<file path="config.mk">
export PLATFORM = sky130hd
export DESIGN_NAME = dsp_misc_alu
export DESIGN_NICKNAME = d
export VERILOG_FILES = /design/src/rtl/dsp_misc_pkg.sv /design/src/rtl/dsp_misc_arith.sv /design/src/rtl/dsp_misc_perm.sv /design/src/rtl/dsp_misc_alu.sv
export SDC_FILE = /design/constraint.sdc
export NUM_CORES = 2
export LEC_CHECK = 0
export BUFFER_PORTS_ARGS = -buffer_cell sky130_fd_sc_hd__buf_2
export CORE_MARGIN = 1
export CORE_UTILIZATION = 35
export CTS_BUF_LIST = sky130_fd_sc_hd__clkbuf_16
export DETAILED_ROUTE_END_ITERATION = 12
export REMOVE_ABC_BUFFERS = 1
export SYNTH_ARGS = -nofsm -noshare
export SYNTH_HDL_FRONTEND = slang
export SYNTH_SLANG_ARGS = --single-unit
</file>
<file path="constraint.sdc">
create_clock -name clk -period 10.3 [get_ports clk]
set_input_delay 1.545 -clock clk [delete_from_list [all_inputs] [get_ports clk]]
set_output_delay 1.545 -clock clk [all_outputs]
set_load 0.01 [all_outputs]
</file>
<file path="src/rtl/dsp_misc_pkg.sv">
package dsp_misc_pkg;
    typedef enum logic [2:0] {
        OP_AVG  = 3'd0,
        OP_PICK = 3'd1,
        OP_MACC = 3'd2,
        OP_MSUB = 3'd3,
        OP_SWPB = 3'd4,
        OP_SWPH = 3'd5,
        OP_INSB = 3'd6,
        OP_RSVD = 3'd7
    } dmop_e;
endpackage

</file>
<file path="src/rtl/dsp_misc_arith.sv">
module dsp_misc_arith #(
    parameter int XLEN = 64
) (
    input  logic [XLEN-1:0] a,
    input  logic [XLEN-1:0] b,
    input  logic [XLEN-1:0] c,
    input  logic            subtract,
    output logic [XLEN-1:0] avg_res,
    output logic [XLEN-1:0] mac_res
);
    logic [XLEN:0] wide_sum;
    logic [31:0]   prod_lo;
    logic [31:0]   acc_word;

    // widened sum never overflows; drop bit 0 to halve with upward rounding
    always_comb begin
        wide_sum = {a[XLEN-1], a} + {b[XLEN-1], b} + {{XLEN{1'b0}}, 1'b1};
        avg_res  = wide_sum[XLEN:1];
    end

    always_comb begin
        prod_lo  = a[31:0] * b[31:0];
        acc_word = subtract ? (c[31:0] - prod_lo) : (c[31:0] + prod_lo);
    end

    generate
        if (XLEN > 32) begin : g_sext
            assign mac_res = {{(XLEN-32){acc_word[31]}}, acc_word};
        end else begin : g_plain
            assign mac_res = acc_word;
        end
    endgenerate
endmodule

</file>
<file path="src/rtl/dsp_misc_perm.sv">
module dsp_misc_perm #(
    parameter int XLEN = 64,
    localparam int NB  = XLEN / 8,
    localparam int NH  = XLEN / 16,
    localparam int NW  = XLEN / 32,
    localparam int PW  = $clog2(NB)
) (
    input  logic [XLEN-1:0] a,
    input  logic [XLEN-1:0] b,
    input  logic [XLEN-1:0] c,
    input  logic [PW-1:0]   pos,
    output logic [XLEN-1:0] pick_res,
    output logic [XLEN-1:0] swpb_res,
    output logic [XLEN-1:0] swph_res,
    output logic [XLEN-1:0] ins_res
);
    assign pick_res = (a & c) | (b & ~c);

    generate
        for (genvar h = 0; h < NH; h++) begin : g_half
            assign swpb_res[h*16 +: 16] = {a[h*16 +: 8], a[h*16+8 +: 8]};
        end
        for (genvar w = 0; w < NW; w++) begin : g_word
            assign swph_res[w*32 +: 32] = {a[w*32 +: 16], a[w*32+16 +: 16]};
        end
        for (genvar k = 0; k < NB; k++) begin : g_byte
            assign ins_res[k*8 +: 8] = (pos == PW'(k)) ? a[7:0] : c[k*8 +: 8];
        end
    endgenerate
endmodule

</file>
<file path="src/rtl/dsp_misc_alu.sv">
module dsp_misc_alu
    import dsp_misc_pkg::*;
#(
    parameter int XLEN = 64,
    localparam int PW  = $clog2(XLEN / 8)
) (
    input  logic            clk,
    input  logic            rst,
    input  logic            in_valid,
    input  logic [2:0]      opcode,
    input  logic [PW-1:0]   byte_pos,
    input  logic [XLEN-1:0] src_a,
    input  logic [XLEN-1:0] src_b,
    input  logic [XLEN-1:0] src_c,
    output logic [XLEN-1:0] result,
    output logic            out_valid
);
    dmop_e           op;
    logic [XLEN-1:0] avg_res, mac_res, pick_res, swpb_res, swph_res, ins_res;
    logic [XLEN-1:0] next_res;

    assign op = dmop_e'(opcode);

    dsp_misc_arith #(.XLEN(XLEN)) u_arith (
        .a        (src_a),
        .b        (src_b),
        .c        (src_c),
        .subtract (op == OP_MSUB),
        .avg_res  (avg_res),
        .mac_res  (mac_res)
    );

    dsp_misc_perm #(.XLEN(XLEN)) u_perm (
        .a        (src_a),
        .b        (src_b),
        .c        (src_c),
        .pos      (byte_pos),
        .pick_res (pick_res),
        .swpb_res (swpb_res),
        .swph_res (swph_res),
        .ins_res  (ins_res)
    );

    always_comb begin
        unique case (op)
            OP_AVG:          next_res = avg_res;
            OP_PICK:         next_res = pick_res;
            OP_MACC, OP_MSUB: next_res = mac_res;
            OP_SWPB:         next_res = swpb_res;
            OP_SWPH:         next_res = swph_res;
            OP_INSB:         next_res = ins_res;
            default:         next_res = '0;
        endcase
    end

    always_ff @(posedge clk) begin
        if (rst) begin
            out_valid <= 1'b0;
            result    <= '0;
        end else begin
            out_valid <= in_valid;
            if (in_valid) begin
                result <= next_res;
            end
        end
    end

    assert_reset_clear_R12: assert property (@(posedge clk)
        rst |=> (!out_valid && result == '0));

    assert_valid_follow_R9: assert property (@(posedge clk) disable iff (rst)
        in_valid |=> out_valid);

    assert_hold_idle_R10: assert property (@(posedge clk) disable iff (rst)
        !in_valid |=> (!out_valid && $stable(result)));

    assert_rsvd_zero_R11: assert property (@(posedge clk) disable iff (rst)
        (in_valid && opcode == 3'd7) |=> (out_valid && result == '0));

    assert_ins_target_R8: assert property (@(posedge clk) disable iff (rst)
        (in_valid && opcode == 3'd6) |=>
            (result[$past(byte_pos)*8 +: 8] == $past(src_a[7:0])));
endmodule

</file>
==> flow_summary.yaml <==
routing:
  drt_iter0_markers: 2430
  routed_wl_mm: 112
  drc_errors: 0
  wl_per_cell_um: 23.0
  viasPerCell: 5.53
  vias: 26800
  firstDrtPassIters: 8
  ant_nets: 0
synth:
  syn_inst: 3419
  synth_cell_types: 79
  synth.mux.area_fraction_pct: 4.18
  async_flop_share_pct: 0
  syn_area_sq_um: 27600
  synth_top_family_by_area: "adder cells"
  synth_compound_area_share_pct: 18.0
  synth_seq_cells: 65
  synth_ff_type: "dfxtp_1"
  ys_seq_area_share_pct: 4.72
  yosys_warnings: 0
  synth_adder_area_share_pct: 39.7
  synth_simple_gate_area_share_pct: 17.8
  synthXorXnorAreaFrac_pct: 6.17
  synth-edff-count: 0
  avgSynthCellArea_sq_um: 8.06
floorplan:
  start_util_pct: 35.5
  io_pins: 266
  fp.dieW_um: 283
  rows: 102
  die-area_sq_um: 79900
  core_sq_um: 77700
  die_height_um: 283
run_status:
  status: "finished, final reports clean"
clock_network:
  clock-sinks: 65
  cts_root_buf: "clkbuf_16"
  clkLatencyLatePin_ps: 350
  holdBufCountCts: 0
  cts_tree: "yes"
  clkSlewWorstSetupHoldPaths_ps: 60
  cts_buffers: 9
  h-tree-depth: 3
  cts_buffer_depth: 2
cells_and_area:
  layout_commonest_cell: "inv_1"
  fillers: 7835
  area_growth_pct: 20.0
  regArea_sq_um: 1300
  multi_input_area_sq_um: 24300
  stdcell_area_sq_um: 33100
  drive_above_1_share_pct: 20.0
  final_cell_mix: "inv_1, nand2_1, fa_1"
  fin_nets: 4633
timing:
  max_clock_freq_mhz: 97.3
  relSlewSlack_pct: 21.0
  setup_violations: 0
  final-hold-violation-count: 0
  rsz0062_at_grt: "yes"
  worstMarginPinSlew_ps: 1180
  fin_crit_ps: 10280
  worst_slack_ps: 20.8
  clock_skew_ps: 0
  fin_crit_sh_pct: 99.8
  drv_slew: 0
critical_path:
  crit_top_cell: "fa_1"
  slowest_delay_ps: 600
  cp-end-kind: "flip-flop"
  r2r_start: "result[63]"
  critPathKind: "in -> reg"
  crit_start: "src_a[12]"
  cp_slowest_cell: "fa_1"
  required_ps: 10560
  critPathArrivalTime_ps: 10540
  cp-start-kind: "input port"
  cp_max_fo: 11
grt:
  grt_pass1_vias: 26900
  antenna_found_initial: 15
  grt_pass1_wl_mm: 167
  track_usage_pct: 27.6
  grt_max_degree: 88
  grt.overflow.total: 0
job:
  maxCapViolations: 0
placement:
  place.gp.congestion: 0.989
  dpl-instance-area_sq_um: 31800
  pre_cts_slack_ps: -649
  place_hpwl_mm: 91.1
  io_buffers: 265
hold_path:
  worstHoldStart: "result[6]"
  hp-class: "reg -> reg"
[area by class of cell]
class	instances	area share (%)
antenna	6	0.0454
tap	1040	3.94
clock inverter	7	0.310
sequential	65	3.94
multi-input combinational	2671	73.5
inverter	466	5.29
timing repair buffer	591	12.3
clock buffer	9	0.681
[worst max-delay path: cells and delay by family]
| family | cells | cell delay [ps] |
|---|---|---|
| xor gates and xnor gates | 4 | 850 |
| AOI/OAI and AO/OA | 6 | 1190 |
| and+or+nand+nor | 4 | 1010 |
| adders and majority gates | 11 | 5020 |
| buffers and inverters | 6 | 900 |
[stage by stage]
stage / util (%) / setup TNS, ps / hold WS [ps] / std cells
detailed placement: 40.9 / -20690 / 457 / 4812
global placement: 40.9 / -16540 / 461 / 4812
global route: 42.5 / -6760 / 487 / 4850
finish: 42.5 / 0 / 475 / 4855
floorplan: - / -14340 / 484 / 3201
CTS: 41.5 / 0 / 471 / 4831
[final timing paths]
check	to	slack [ps]	cells past startpoint
worst max-delay path	result[43]	20	31
worst min-delay path	result[6]	480	2
worst max register to register	result[63]	9010	4
worst min register to register	result[6]	480	2
[Yosys cell counts (6+ instances only)]
cell        n  area (sq um)
o221ai_1   18           158
o21ai_0   111           556
a22oi_1    29           218
inv_1     466          1750
and4_1      7          61.3
fa_1      410          8210
a21o_1     54           405
nand2_1   421          1580
nor3_1     26           130
clkbuf_1  203           762
a222oi_1    8          80.1
xnor2_1   124          1090
a211oi_2    6          75.1
dfxtp_1    65          1300
or3_1       6          37.5
a211oi_1   18           135
buf_1      10          37.5
nand2b_1   23           144
nand3b_1    9          67.6
xor2_1     70           613
nand4_1    26           163
a31oi_1    16           100
o21a_1     19           143
a311oi_2   23           345
and2_1    264          1650
ha_1      218          2730
a21oi_1   232          1160
mux2_2      9           101
o211ai_1   12          90.1
and3_1     11          68.8
nor2_1    143           537
nand3_1    23           115
a221oi_1   47           412
o31ai_1     8          60.1
o21bai_1   23           173
o22ai_1    36           225
a21boi_0    9          67.6
nor2b_1    23           144
mux2i_1   105          1050
a41oi_1     6          52.6
[per-layer routing]
metal	global-route usage, %	part of all wire [%]	vias up
met1	38.3	43	13300
li1	-	-	12100
met2	44.7	45	1316
met3	4.55	9.5	191
met5	0	0.029	-
met4	6.56	2.6	6
[state kept, by name, summed over array words and instances (netlist names)]
register   cells
result        64
out_valid      1
[cells by family (layout without fill, tap and decap cells)]
| group | count (synthesis) | count (layout) |
|---|---|---|
| xor gates and xnor gates | 194 | 194 |
| muxes | 114 | 114 |
| other | 0 | 6 |
| DFF | 65 | 65 |
| and+or+nand+nor | 1007 | 1008 |
| adders and majority gates | 628 | 628 |
| buffers and inverters | 684 | 1073 |
| AOI/OAI and AO/OA | 727 | 727 |
[what timing repair did]
| item | in CTS | in global routing |
|---|---|---|
| pin swaps | 11 | 45 |
| cloned | 2 | 3 |
| buffers inserted | 2 | 15 |
| setup endpoints to repair | 33 | 44 |
| gates resized for setup | 25 | 145 |
Power is not shown: default switching activity piles up to over one toggle a cycle in this logic, so the estimate is an artifact.
